File: config.mk
export PLATFORM = sky130hd
export DESIGN_NAME = ppuTimingSniffer
export DESIGN_NICKNAME = d
export VERILOG_FILES = /design/src/rtl/ppuSniffPkg.sv /design/src/rtl/ppuSniffDatapath.sv /design/src/rtl/ppuSniffControl.sv /design/src/rtl/ppuTimingSniffer.sv
export SDC_FILE = /design/constraint.sdc
export NUM_CORES = 1
export LEC_CHECK = 0
export ABC_AREA = 1
export BUFFER_PORTS_ARGS = -buffer_cell sky130_fd_sc_hd__buf_4
export CAP_MARGIN = 20
export CORE_MARGIN = 5
export CORE_UTILIZATION = 45
export CTS_CLUSTER_SIZE = 12
export DETAILED_ROUTE_END_ITERATION = 10
export PLACE_DENSITY = 0.67
export SYNTH_ARGS = -nofsm -noshare
export SYNTH_HDL_FRONTEND = slang
export SYNTH_HIERARCHICAL = 1
export SYNTH_SLANG_ARGS = --single-unit
File: constraint.sdc
create_clock -name clk -period 1.9 [get_ports clk]
set_clock_uncertainty 0.15 [all_clocks]
set_input_delay 0.19 -clock clk [delete_from_list [all_inputs] [get_ports clk]]
set_output_delay 0.19 -clock clk [all_outputs]
set_load 0.1 [all_outputs]
File: src/rtl/ppuSniffPkg.sv
package ppuSniffPkg;

  // Events the datapath extracts from the synchronized bus
  typedef struct packed {
    logic rdFall;
    logic rdToggle;
    logic m2Rise;
    logic addrMatch;
  } dpEvents_t;

  // Strobes the control hands back to the datapath
  typedef struct packed {
    logic clrCount;
    logic incCount;
  } ctlStrobes_t;

endpackage

File: src/rtl/ppuSniffDatapath.sv
module ppuSniffDatapath
  import ppuSniffPkg::*;
#(
  parameter int ADDR_W      = 14,
  parameter int COUNT_W     = 8,
  parameter int SYNC_STAGES = 2,
  parameter int HALF_BIT    = 9
) (
  input  logic               clk,
  input  logic               rstN,
  input  logic               enable,
  input  logic               m2Async,
  input  logic               rdNAsync,
  input  logic [ADDR_W-1:0]  addrAsync,
  input  ctlStrobes_t        ctl,
  output dpEvents_t          ev,
  output logic [COUNT_W-1:0] scanCount,
  output logic               lowerHalf
);

  localparam int LAST   = SYNC_STAGES - 1;
  localparam int NT_BIT = ADDR_W - 1;

  logic [SYNC_STAGES-1:0] m2Sync;
  logic [SYNC_STAGES-1:0] rdSync;
  logic [ADDR_W-1:0]      addrSync [SYNC_STAGES];
  logic                   m2Prev, rdPrev, ntPrev;
  logic [ADDR_W-1:0]      lastAddr;
  logic [ADDR_W-1:0]      addrNow;
  logic                   m2Now, rdNow, ntRise;

  // Synchronizer chains
  always_ff @(posedge clk or negedge rstN) begin
    if (!rstN) begin
      m2Sync <= '0;
      rdSync <= '1;
      for (int i = 0; i < SYNC_STAGES; i++) addrSync[i] <= '0;
    end else begin
      m2Sync      <= {m2Sync[SYNC_STAGES-2:0], m2Async};
      rdSync      <= {rdSync[SYNC_STAGES-2:0], rdNAsync};
      addrSync[0] <= addrAsync;
      for (int i = 1; i < SYNC_STAGES; i++) addrSync[i] <= addrSync[i-1];
    end
  end

  assign m2Now   = m2Sync[LAST];
  assign rdNow   = rdSync[LAST];
  assign addrNow = addrSync[LAST];

  // Previous-sample registers for edge detection
  always_ff @(posedge clk or negedge rstN) begin
    if (!rstN) begin
      m2Prev <= 1'b0;
      rdPrev <= 1'b1;
      ntPrev <= 1'b0;
    end else begin
      m2Prev <= m2Now;
      rdPrev <= rdNow;
      ntPrev <= addrNow[NT_BIT];
    end
  end

  assign ntRise       = !ntPrev && addrNow[NT_BIT];
  assign ev.rdFall    = rdPrev && !rdNow;
  assign ev.rdToggle  = rdPrev ^ rdNow;
  assign ev.m2Rise    = !m2Prev && m2Now;
  assign ev.addrMatch = (addrNow == lastAddr);

  // Address of the most recent read cycle
  always_ff @(posedge clk or negedge rstN) begin
    if (!rstN)          lastAddr <= '0;
    else if (ev.rdFall) lastAddr <= addrNow;
  end

  // Line counter
  always_ff @(posedge clk or negedge rstN) begin
    if (!rstN)             scanCount <= '0;
    else if (ctl.clrCount) scanCount <= '0;
    else if (ctl.incCount) scanCount <= scanCount + 1'b1;
  end

  // Half-screen latch on nametable fetch start
  always_ff @(posedge clk or negedge rstN) begin
    if (!rstN)       lowerHalf <= 1'b0;
    else if (!enable) lowerHalf <= 1'b0;
    else if (ntRise)  lowerHalf <= addrNow[HALF_BIT];
  end

endmodule

File: src/rtl/ppuSniffControl.sv
module ppuSniffControl
  import ppuSniffPkg::*;
#(
  parameter int IDLE_LIMIT = 3,
  parameter int RUN_LEN    = 3
) (
  input  logic        clk,
  input  logic        rstN,
  input  logic        enable,
  input  dpEvents_t   ev,
  output ctlStrobes_t ctl,
  output logic        renderActive,
  output logic        scanlinePulse
);

  localparam int IDLE_W = $clog2(IDLE_LIMIT + 1);
  localparam int RUN_W  = $clog2(RUN_LEN + 1);

  logic [IDLE_W-1:0] idleCnt;
  logic [RUN_W-1:0]  runLen;
  logic              sameAsLast;
  logic              lineHit;

  // M2 edges since the last strobe change, saturating at the limit
  always_ff @(posedge clk or negedge rstN) begin
    if (!rstN)                                            idleCnt <= IDLE_W'(IDLE_LIMIT);
    else if (ev.rdToggle)                                 idleCnt <= '0;
    else if (ev.m2Rise && idleCnt < IDLE_W'(IDLE_LIMIT))  idleCnt <= idleCnt + 1'b1;
  end

  assign renderActive = (idleCnt < IDLE_W'(IDLE_LIMIT));

  // Length of the current run of identical read addresses
  assign sameAsLast = (runLen != '0) && ev.addrMatch;
  assign lineHit    = ev.rdFall && sameAsLast && (runLen == RUN_W'(RUN_LEN - 1));

  always_ff @(posedge clk or negedge rstN) begin
    if (!rstN) runLen <= '0;
    else if (ev.rdFall) begin
      if (!sameAsLast)                      runLen <= RUN_W'(1);
      else if (runLen < RUN_W'(RUN_LEN))    runLen <= runLen + 1'b1;
    end
  end

  always_ff @(posedge clk or negedge rstN) begin
    if (!rstN) scanlinePulse <= 1'b0;
    else       scanlinePulse <= lineHit && enable;
  end

  assign ctl.clrCount = !enable || !renderActive;
  assign ctl.incCount = lineHit && enable;

endmodule

File: src/rtl/ppuTimingSniffer.sv
module ppuTimingSniffer
  import ppuSniffPkg::*;
#(
  parameter int ADDR_W      = 14,
  parameter int COUNT_W     = 8,
  parameter int SYNC_STAGES = 2,
  parameter int HALF_BIT    = 9,
  parameter int IDLE_LIMIT  = 3,
  parameter int RUN_LEN     = 3
) (
  input  logic               clk,
  input  logic               rstN,
  input  logic               enable,
  input  logic               m2Async,
  input  logic               rdNAsync,
  input  logic [ADDR_W-1:0]  addrAsync,
  output logic               renderActive,
  output logic               scanlinePulse,
  output logic [COUNT_W-1:0] scanlineCount,
  output logic               lowerHalf
);

  dpEvents_t   ev;
  ctlStrobes_t ctl;

  ppuSniffDatapath #(
    .ADDR_W(ADDR_W), .COUNT_W(COUNT_W),
    .SYNC_STAGES(SYNC_STAGES), .HALF_BIT(HALF_BIT)
  ) u_dp (
    .clk(clk), .rstN(rstN), .enable(enable),
    .m2Async(m2Async), .rdNAsync(rdNAsync), .addrAsync(addrAsync),
    .ctl(ctl), .ev(ev), .scanCount(scanlineCount), .lowerHalf(lowerHalf)
  );

  ppuSniffControl #(
    .IDLE_LIMIT(IDLE_LIMIT), .RUN_LEN(RUN_LEN)
  ) u_ctl (
    .clk(clk), .rstN(rstN), .enable(enable), .ev(ev), .ctl(ctl),
    .renderActive(renderActive), .scanlinePulse(scanlinePulse)
  );

endmodule

# --- After elaboration in Yosys (flattened, before gate mapping) ---
# Cells that the tools add are included.
op_classes:
  addsub: 3
  bitwise: 1
  n_mux: 8
  n_eq_ne: 4
  magnitude_cmp: 2
  n_reduce_logical: 18
op_table:
  columns: ["op", "count"]
  rows:
  - ["$mux 8", 2]
  - ["$eq 14x14->1", 1]
  - ["$add 8x1->8 const B", 1]
  - ["$logic_and 1x1->1", 8]
  - ["$mux 2", 4]
  - ["$reduce_bool 2->1", 3]
  - ["$logic_not 1->1", 5]
  - ["$add 2x1->2 const B", 2]
  - ["$lt 2x2->1 const B", 2]
  - ["$eq 2x2->1 const B", 1]
  - ["$mux 1", 2]
  - ["$ne 2x1->1 const B", 1]
  - ["$ne 2x2->1 const B", 1]
  - ["$reduce_and 2->1", 1]
  - ["$logic_or 1x1->1", 1]
  - ["$xor 1x1->1", 1]
word_totals:
  output_inout_bits: 11
  in_bits: 19
  wordCells: 49
  ff_bits: 63

# --- Logic depth before layout (Yosys ltp) ---
# Gate-level depths: netlist (run 1).
depth:
  word_depth: 7
  ltp_mapped: 17
  ltp_nobuf: 17

# --- By module ---
# The synthesis (run 1) kept the hierarchy.
modules_own_cells:
  columns: ["module", "seq_area_each_um2", "area_per_inst_um2", "n_inst", "cells_per_inst"]
  rows:
  - ["ppuSniffDatapath", 1455.1, 2138.3, 1, 201]
  - ["ppuSniffControl", 127.6, 307.8, 1, 40]

# --- Worst setup path after synthesis (run 1) ---
# Ideal clock, no wire load.
synth_timing:
  kind: "register -> register"
  startpoint: "reg u_ctl.idleCnt[0]"
  endpoint: "reg u_dp.scanCount[3]"
  stages_incl_launch_ff: 8
  period_less_slack_ps: 2234
  n_path_buf: 0
  arrival_time_ps: 1916
  required_ps: 1581
  path_slack_ps: -334
  setup_time_ps: 169
  path_cell_list: "dfstp_2 -> ha_1 -> inv_1 -> nand2_1 -> nor2_4 -> nor2_4 -> o21ai_0 -> a21oi_1"
synth_lines:
  columns: ["item", "line_no", "rtl"]
  rows:
  - ["start, declared", "ppuSniffControl.sv:19", "logic [IDLE_W-1:0] idleCnt;"]
  - ["start signal, assigned", "ppuSniffControl.sv:26", "if (!rstN) idleCnt <= IDLE_W'(IDLE_LIMIT);"]
  - ["start signal, assigned", "ppuSniffControl.sv:28", "else if (ev.m2Rise && idleCnt < IDLE_W'(IDLE_LIMIT)) idleCnt <= idleCnt + 1'b1;"]
  - ["end signal, assigned", "ppuSniffDatapath.sv:79", "else if (ctl.incCount) scanCount <= scanCount + 1'b1;"]
  - ["end, declared", "ppuSniffDatapath.sv:17", "output logic [COUNT_W-1:0] scanCount,"]

==> results.sh, run 1 <==
export IMPL_cp_top_family="simple AND/OR/NAND/NOR gates"
export IMPL_syn_num_nets=266
export IMPL_leakage_uw=0.00159
export IMPL_setup_ws_ns=-0.0682
export IMPL_layout_min_cycle_time_ns=1.97
export IMPL_viasPerCell=4.42
export IMPL_synth_seq_cells=63
export IMPL_syn2layout_area_growth_pct=31.7
export IMPL_hpwl_um=2590
export IMPL_gp_congestion=0.785
export IMPL_initial_core_util=0.470
export IMPL_grt_pass1_wl_um=7340
export IMPL_hold_path_class="in -> async"
export IMPL_synth_xor_area_frac=0.0179
export IMPL_peakVddDrop_mv=0.676
export IMPL_ys_seq_area_frac=0.647
export IMPL_cp_slowest_cell="dfrtp_1"
export IMPL_track_usage=0.133
export IMPL_io_pin_count=30
export IMPL_port_buffer_count=29
export IMPL_synthSimpleGateAreaFrac=0.182
export IMPL_drt_pass1_iterations=4
export IMPL_dpl_cell_count=342
export IMPL_critical_path_max_stage_delay_ns=0.39
export IMPL_setup_violations=3
export IMPL_min_period_over_period=1.04
export IMPL_setup_worst_path_start_class="flip-flop"
export IMPL_grt_max_degree=36
export IMPL_dieHeight_um=83.7
export IMPL_vias=1675
export IMPL_tritoncts="yes"
export IMPL_synth_compound_gate_area_share=0.0384
export IMPL_path_class="reg -> reg"
export IMPL_detail_route_iter0_violations=88
export IMPL_dieArea_sq_mm=0.00701
export IMPL_clk_pin_slew_worst_paths_ns=0.07
export IMPL_yosys_warnings=6
export IMPL_path_max_fanout=4
export IMPL_place_ws_ns=-0.244
export IMPL_synth_area_leaders="dfrtp_1 59%, nand2_1 10%, inv_1 5.8%"
export IMPL_drtAntennaViolNets=0
export IMPL_die_w_um=83.7
export IMPL_clkLatencyLatePin_ns=0.34
export IMPL_critPathCaptureType="flip-flop"
export IMPL_hold_viol_final=0
export IMPL_grt_setup_unrepaired="yes"
export IMPL_setup_tns_ns=-0.148
export IMPL_numCtsBuffers=9
export IMPL_routedWlPerCell_um=10.3
export IMPL_antenna_cells=0
export IMPL_clock_sinks=63
export IMPL_status="complete, but fails checks"
export IMPL_synth_mux_area_fraction=0.0184
export IMPL_crit_required_ns=1.98
export IMPL_h_tree_depth=3
export IMPL_core_sq_mm=0.00520
export IMPL_drive_above_1_share=0.259
export IMPL_tightest_slew_ns=0.369
export IMPL_clock_path_buffers=2
export IMPL_wl_um=3900
export IMPL_fill_cells=445
export IMPL_cts_root_buffer="clkbuf_8"
export IMPL_r2r_slack_ns=-0.07
export IMPL_cp_arrival_ns=2.05
export IMPL_p_total_uw=2770
export IMPL_synthAdderAreaFrac=0.0307
export IMPL_layout_cells_non_filler=379
export IMPL_rr_endpoint="u_dp/scanCount[4]"
export IMPL_r2r_start="u_dp/lastAddr[2]"
export IMPL_drv_slew=0
export IMPL_syn_inst=241
export IMPL_placementRows=26
export IMPL_synth_area_sq_mm=0.00245
export IMPL_antenna_found_initial=0
export IMPL_power_density_mw_per_mm2=859
export IMPL_first_global_vias=1707
export IMPL_slew_headroom=0.754
export IMPL_yosysTopAreaCell="dfrtp_1"
export IMPL_maxCapViolations=0
export IMPL_nets=329
export IMPL_crit_buf_inv=1
export IMPL_violations="negative setup slack"
export IMPL_drc=0
export IMPL_crit_path_cell_trace="xnor2_1 > nand2_1 > nor2_1 > nand2_1 > nor2_2 > inv_1 > nor2_2 > nand2_2 > nor2_4 > nor2_4 > nor3_4 > nand2_1 > nand2_1 > a21oi_2"
export IMPL_syn_avg_cell_area_sq_um=10.1
export IMPL_synth_top_area_frac=0.593
export IMPL_ff2ff_path_depth=14
export IMPL_cp_common_cell="nand2_1"
export IMPL_crit_cells=14
export IMPL_fmax_mhz=508
export IMPL_synth_distinct_cells=22
export IMPL_grt_overflow_total=0
export IMPL_synth_top_family_by_area="simple AND/OR/NAND/NOR gates"
==> area by class of cell <==
cell class                 instances  area (sq um)  area share
sequential                        63          1580       0.491
multi-input combinational        136           743       0.231
timing repair buffer              55           474       0.147
inverter                          39           150      0.0466
clock buffer                      10           138      0.0427
tap                               70          87.6      0.0272
clock inverter                     6          45.0      0.0140
==> cell usage after synthesis <==
| cell | number |
|---|---|
| nand2_1 | 67 |
| clkbuf_1 | 1 |
| dfrtp_1 | 58 |
| nor2_1 | 18 |
| mux2_2 | 4 |
| o21ai_0 | 13 |
| nor2_2 | 2 |
| nand2_2 | 2 |
| nand4_1 | 2 |
| nand3_2 | 1 |
| nand3_1 | 8 |
| ha_1 | 6 |
| nor2_4 | 2 |
| nor3_4 | 1 |
| inv_2 | 1 |
| a21oi_1 | 4 |
| a21oi_2 | 1 |
| dfstp_2 | 5 |
| inv_1 | 38 |
| buf_2 | 2 |
| xnor2_1 | 4 |
| xor2_1 | 1 |
==> repair_timing <==
action                                 in CTS  in global routing
cloned                                      0                  0
buffers inserted                            3                  0
endpoints found under the hold margin      76                  0
setup endpoints to repair                   8                  8
hold buffers                               18                  0
pin swaps                                   1                  1
resized for setup                           4                  3
==> stage by stage <==
step / area, sq um / hold WS, ns / util
after floorplan: 2460 / -0.256 / -
after global placement: 2810 / -0.0183 / 0.539
after detailed placement: 2810 / -0.0155 / 0.539
after CTS: 3210 / 0.148 / 0.616
after global routing: 3220 / 0.205 / 0.619
final: 3220 / 0.163 / 0.619
==> where the power goes <==
group	switching [uW]	total, uW	internal, uW	leakage [uW]
combinational	138	264	126	0.000742
clock	516	1030	511	0.0000849
sequential	46.4	1480	1430	0.000760
total	700	2770	2070	0.00159
==> placed cells by master, fill, tap and decap left out, types with 5 or more instances in the layout <==
cell type      instances
dlygate4sd3_1         18
nor2_1                16
nand2_1               65
dfstp_2                5
nand3_1                7
ha_1                   5
o21ai_0               13
clkbuf_8              10
inv_1                 37
dfrtp_1               58
buf_4                 35
==> kinds of logic (layout without fill, tap and decap cells) <==
group                    Yosys count  in the layout
buffers and inverters             42            110
multiplexers                       4              4
adder cells (fa/ha/maj)            6              6
XOR/XNOR                           5              5
flip-flops                        63             63
AO/OA/AOI/OAI                     18             18
AND/OR/NAND/NOR                  103            103
==> layer usage <==
layer  track usage  part of all wire  up-vias
met4        0.0614             0.020        0
met2         0.214              0.49       27
met5             0                 0        -
met3        0.0563             0.056       10
met1         0.154              0.44      782
li1              -                 -      856
==> registers in the layout, indices dropped and copies added (netlist names) <==
register             flops
u_ctl/runLen             2
u_dp/rdPrev              1
u_dp/addrSync           14
u_ctl/scanlinePulse      1
u_dp/rdSync              2
u_dp/lowerHalf           1
u_dp/ntPrev              1
u_dp/scanCount           8
u_dp/m2Prev              1
u_ctl/idleCnt            2
u_dp/addrNow            14
u_dp/lastAddr           14
u_dp/m2Sync              2
==> how the worst max path moves through the flow <==
stage,from,to,slack [ns]
2_1_floorplan,u_ctl/idleCnt[1],u_dp/scanCount[4],-0.19
3_3_place_gp,u_dp/lastAddr[4],u_dp/scanCount[4],-0.19
3_5_place_dp,u_dp/addrNow[1],u_dp/scanCount[4],-0.24
4_1_cts,u_dp/addrNow[2],u_dp/scanCount[4],-0.13
5_1_grt,u_dp/addrNow[5],u_dp/scanCount[4],-0.29
6_report,u_dp/lastAddr[2],u_dp/scanCount[4],-0.07
No activity file was read; power rests on OpenSTA's default activity.
==> run 2: changes to the inputs <==
Settings changed: PLACE_DENSITY 0.67 to default.
Clock period 1.9 ns to 2 ns, I/O delays scaled along.
==> results.sh, run 2 (same netlist as run 1, synthesis figures left out) <==
export IMPL_p_total_uw=2580
export IMPL_drtAntennaViolNets=0
export IMPL_nets=331
export IMPL_numCtsBuffers=9
export IMPL_cp_top_family="simple AND/OR/NAND/NOR gates"
export IMPL_setup_tns_ns=0
export IMPL_crit_path_cell_trace="xnor2_1 > nand2_1 > nor2_1 > nand2_1 > nor2_2 > inv_1 > nor2_2 > nand2_1 > nor2_2 > nor2_4 > nor3_4 > nand2_1 > nand2_1 > a21oi_2"
export IMPL_drive_above_1_share=0.271
export IMPL_tightest_slew_ns=0.400
export IMPL_crit_required_ns=2.07
export IMPL_cp_arrival_ns=2.06
export IMPL_hold_viol_final=0
export IMPL_leakage_uw=0.00160
export IMPL_setup_ws_ns=0.0134
export IMPL_syn2layout_area_growth_pct=31.6
export IMPL_critPathCaptureType="flip-flop"
export IMPL_drt_pass1_iterations=4
export IMPL_tritoncts="yes"
export IMPL_dieHeight_um=83.7
export IMPL_peakVddDrop_mv=0.570
export IMPL_gp_congestion=0.767
export IMPL_cts_root_buffer="clkbuf_8"
export IMPL_routedWlPerCell_um=10.5
export IMPL_clkLatencyLatePin_ns=0.33
export IMPL_placementRows=26
export IMPL_multi_input_area_sq_um=748
export IMPL_layout_cells_non_filler=380
export IMPL_setup_violations=0
export IMPL_grt_setup_unrepaired="yes"
export IMPL_die_w_um=83.7
export IMPL_vias=1667
export IMPL_viasPerCell=4.39
export IMPL_final_cell_mix="64 x nand2_1, 58 x dfrtp_1, 38 x buf_4"
export IMPL_grt_max_degree=33
export IMPL_place_ws_ns=-0.139
export IMPL_clock_path_buffers=2
export IMPL_fill_cells=440
export IMPL_fmax_mhz=503
export IMPL_grt_pass1_wl_um=7170
export IMPL_first_global_vias=1652
export IMPL_clk_pin_slew_worst_paths_ns=0.07
export IMPL_cp_slowest_cell="dfrtp_1"
export IMPL_wl_um=3980
export IMPL_status="finished clean"
export IMPL_final_common_cell="nand2_1"
export IMPL_path_class="reg -> reg"
export IMPL_fin_util=0.618
export IMPL_antenna_found_initial=0
export IMPL_grt_overflow_total=0
export IMPL_initial_core_util=0.470
export IMPL_track_usage=0.130
export IMPL_min_period_over_period=0.993
export IMPL_path_max_fanout=4
export IMPL_dpl_cell_count=343
export IMPL_setup_worst_path_start_class="flip-flop"
export IMPL_power_density_mw_per_mm2=801
export IMPL_clock_sinks=63
export IMPL_io_pin_count=30
export IMPL_regArea_sq_mm=0.00158
export IMPL_core_sq_mm=0.00520
export IMPL_port_buffer_count=29
export IMPL_slew_headroom=0.733
export IMPL_drc=0
export IMPL_maxCapViolations=0
export IMPL_dieArea_sq_mm=0.00701
export IMPL_antenna_cells=0
export IMPL_crit_buf_inv=1
export IMPL_drv_slew=0
export IMPL_critical_path_max_stage_delay_ns=0.39
export IMPL_cp_common_cell="nand2_1"
export IMPL_detail_route_iter0_violations=66
export IMPL_hpwl_um=2640
export IMPL_hold_path_class="in -> async"
export IMPL_layout_min_cycle_time_ns=1.99
export IMPL_h_tree_depth=3
==> run 2: cell types whose count changed in the layout (fill, tap and decap cells not counted), sizes merged <==
| cell | before | now |
|---|---|---|
| inv | 39 | 38 |
| clkinv | 2 | 3 |
| clkbuf | 10 | 11 |
| clkinvlp | 4 | 2 |
| buf | 37 | 39 |
==> run 2: per-stage QoR <==
step | hold slack, ns | cell area [sq um]
2_1_floorplan | -0.246 | 2460
3_3_place_gp | 0.0116 | 2810
3_5_place_dp | 0.0104 | 2810
4_1_cts | 0.191 | 3180
5_1_grt | 0.206 | 3220
6_report | 0.198 | 3220
==> run 2: what timing repair did <==
action | 4_1_cts | 5_1_grt
hold buffers | 18 | 0
pin swaps | 0 | 3
cloned | 0 | 0
setup endpoints to repair | 6 | 8
hold endpoints to repair | 48 | 0
resized for setup | 2 | 7
setup buffers | 2 | 2
==> run 2: per-layer routing <==
layer,track usage,part of all wire
met1,0.160,0.46
met2,0.199,0.47
met3,0.0365,0.044
met4,0.0833,0.024
met5,0,0
==> run 2: final cells by class <==
cell class                      count  area share
Clock buffer                       11      0.0439
Clock inverter                      4     0.00700
Inverter                           39      0.0467
Multi-Input combinational cell    136       0.233
Sequential cell                    63       0.492
Tap cell                           70      0.0272
Timing Repair Buffer               57       0.151
==> run 2: worst paths after layout <==
path / cells after the start / to / slack [ns] / from
worst max register to register: 14 / u_dp/scanCount[4] / 0.01 / u_dp/lastAddr[2]
worst min register to register: 0 / u_dp/addrNow[11] / 0.20 / u_dp/addrSync[25]
max in group asynchronous: 3 / u_dp/scanCount[0] / 1.00 / rstN
min in group clk: 0 / u_dp/addrNow[11] / 0.20 / u_dp/addrSync[25]
worst max-delay path: 14 / u_dp/scanCount[4] / 0.01 / u_dp/lastAddr[2]
worst min-delay path: 2 / u_dp/lastAddr[0] / 0.20 / rstN
==> run 2: power breakdown <==
group	internal (uW)	total, uW	switching (uW)
combinational	121	256	134
sequential	1360	1400	43.0
clock	470	920	450
total	1950	2580	627
==> run 3: changes to the inputs <==
Settings changed: MAX_ROUTING_LAYER from default to met4, SYNTH_HIERARCHICAL 1 to default.
==> results.sh, run 3 <==
export IMPL_wl_um=3970
export IMPL_synth_edff_count=0
export IMPL_post_cts_buffers=0
export IMPL_peakVddDrop_mv=0.492
export IMPL_hold_path_class="reg -> reg"
export IMPL_grt_setup_unrepaired="no"
export IMPL_track_usage=0.129
export IMPL_layout_min_cycle_time_ns=1.72
export IMPL_pwr_share_seq=0.500
export IMPL_leakage_uw=0.00174
export IMPL_synth_area_leaders="dfrtp_1 58%, nand2_1 10%, dfstp_2 5.2%"
export IMPL_hold_viol_final=0
export IMPL_drtAntennaViolNets=0
export IMPL_yosys_warnings=0
export IMPL_placementRows=27
export IMPL_grt_pass1_wl_um=7110
export IMPL_comb_power_share=0.102
export IMPL_setup_violations=0
export IMPL_initial_core_util=0.460
export IMPL_h_tree_depth=3
export IMPL_viasPerCell=4.39
export IMPL_intPower_uw=2150
export IMPL_gp_congestion=0.789
export IMPL_p_switching_uw=662
export IMPL_setup_tns_ns=0
export IMPL_drv_slew=0
export IMPL_clkLatencyLatePin_ns=0.33
export IMPL_core_sq_mm=0.00547
export IMPL_setup_worst_path_start_class="flip-flop"
export IMPL_layout_cells_non_filler=387
export IMPL_port_buffer_count=29
export IMPL_detail_route_iter0_violations=79
export IMPL_clock_sinks=63
export IMPL_clock_path_buffers=2
export IMPL_ys_seq_area_frac=0.628
export IMPL_final_cell_mix="70 x nand2_1, 55 x dfrtp_1, 34 x inv_1"
export IMPL_path_max_fanout=9
export IMPL_first_global_vias=1726
export IMPL_status="finished clean"
export IMPL_hpwl_um=2700
export IMPL_switching_share=0.235
export IMPL_antenna_found_initial=0
export IMPL_grt_overflow_total=0
export IMPL_routedWlPerCell_um=10.3
export IMPL_syn_inst=253
export IMPL_cts_root_buffer="clkbuf_8"
export IMPL_drive_above_1_share=0.216
export IMPL_synth_seq_cells=63
export IMPL_ys_async_sr_fraction=1.00
export IMPL_grt_max_degree=64
export IMPL_synth_top_area_frac=0.576
export IMPL_clkPwrFrac=0.398
export IMPL_tritoncts="yes"
export IMPL_synthFlopType="dfrtp_1"
export IMPL_synth_area_sq_mm=0.00252
export IMPL_vias=1697
export IMPL_cp_arrival_ns=1.78
export IMPL_slew_headroom=0.642
export IMPL_drc=0
export IMPL_synth_distinct_cells=24
export IMPL_clk_pin_slew_worst_paths_ns=0.06
export IMPL_critPathCaptureType="flip-flop"
export IMPL_dpl_cell_area_sq_mm=0.00285
export IMPL_synth_common_cells="70 x nand2_1, 58 x dfrtp_1, 34 x inv_1, 21 x nand3_1"
export IMPL_min_period_over_period=0.858
export IMPL_dpl_cell_count=353
export IMPL_tightest_slew_ns=0.536
export IMPL_syn_num_nets=278
export IMPL_fmax_mhz=583
export IMPL_syn_avg_cell_area_sq_um=9.96
export IMPL_yosysMostFrequentCell="nand2_1"
export IMPL_nets=335
export IMPL_die_w_um=84.8
export IMPL_finalInstanceArea_sq_mm=0.00324
export IMPL_final_common_cell="nand2_1"
export IMPL_path_class="reg -> reg"
export IMPL_io_pin_count=30
export IMPL_antenna_cells=0
export IMPL_fin_util=0.592
export IMPL_numCtsBuffers=9
export IMPL_drt_pass1_iterations=4
export IMPL_crit_required_ns=2.07
export IMPL_dieHeight_um=84.8
export IMPL_dieArea_sq_mm=0.00720
export IMPL_yosysTopAreaCell="dfrtp_1"
export IMPL_syn2layout_area_growth_pct=28.6
export IMPL_power_density_mw_per_mm2=868
export IMPL_maxCapViolations=0
run 3: changes by cell type in the layout (fill, tap and decap cells not counted), sizes merged, moves of 3 or more:
cell	delta
xnor2	-3
mux2	-3
nand2	+5
o21ai	+3
nand3	+12
xor2	+5
a21oi	-3
buf	-7
run 3: area by class of cell:
cell class	instances	area [sq um]
timing repair buffer	50	433
tap	72	90.1
sequential	63	1590
clock buffer	13	169
clock inverter	3	40.0
multi-input combinational	150	788
fill	501	2230
inverter	36	135
run 3: metrics by stage:
step           setup slack [ns]  power, uW  hold WS, ns
2_1_floorplan            0.0520       1590       -0.246
3_3_place_gp              0.134       1690       0.0725
3_5_place_dp             0.0794       1700       0.0735
4_1_cts                   0.258       2860        0.199
5_1_grt                   0.112       2970        0.205
6_report                  0.285       2810        0.197
run 3: logic make-up (layout without fill, tap and decap cells):
family                   Yosys count  in the layout  share of synthesized area
adder cells (fa/ha/maj)            6              6                     0.0298
flip-flops                        63             63                      0.628
AND/OR/NAND/NOR                  118            118                      0.217
AO/OA/AOI/OAI                     18             18                     0.0358
XOR/XNOR                           7              7                     0.0243
buffers and inverters             40            102                     0.0601
multiplexers                       1              1                    0.00447
run 3: repair_timing:
action	CTS	global route
resized for setup	1	0
hold buffers	18	0
endpoints found under the setup margin	1	0
hold endpoints to repair	75	0
run 3: worst paths after layout:
kind,startpoint,endpoint,slack (ns),depth (start not counted)
max in group asynchronous,rstN,u_dp.rdPrev,1.13,3
hold / removal,u_dp.addrSync[27],u_dp.addrNow[13],0.20,0
hold reg to reg,u_dp.addrSync[27],u_dp.addrNow[13],0.20,0
setup / recovery,u_dp.rdSync[1],u_dp.scanCount[0],0.28,7
min in group asynchronous,rstN,u_dp.lastAddr[3],0.26,3
setup reg to reg,u_dp.rdSync[1],u_dp.scanCount[0],0.28,7
run 3: routing by layer:
layer / global-route usage / up-vias / wire length [um]
li1: - / 888 / -
met1: 0.154 / 776 / 1800
met2: 0.196 / 24 / 1920
met3: 0.0359 / 9 / 169
met4: 0.0763 / 0 / 82
met5: - / - / 0
run 3: power by group through the flow:
stage          combinational, uW  clock [uW]  sequential [uW]
6_report                     288        1120             1410
5_1_grt                      332        1220             1420
4_1_cts                      295        1150             1410
3_5_place_dp                 264           0             1430
3_3_place_gp                 260           0             1430
2_1_floorplan                142           0             1450
run 3: worst max-delay path: stages (launching register included):
cell,delay (ns)
dfstp_2,0.53
inv_1,0.04
ha_1,0.21
nand3_1,0.22
nand3b_4,0.24
nand2_2,0.08
nand2_1,0.09
nand2_1,0.05
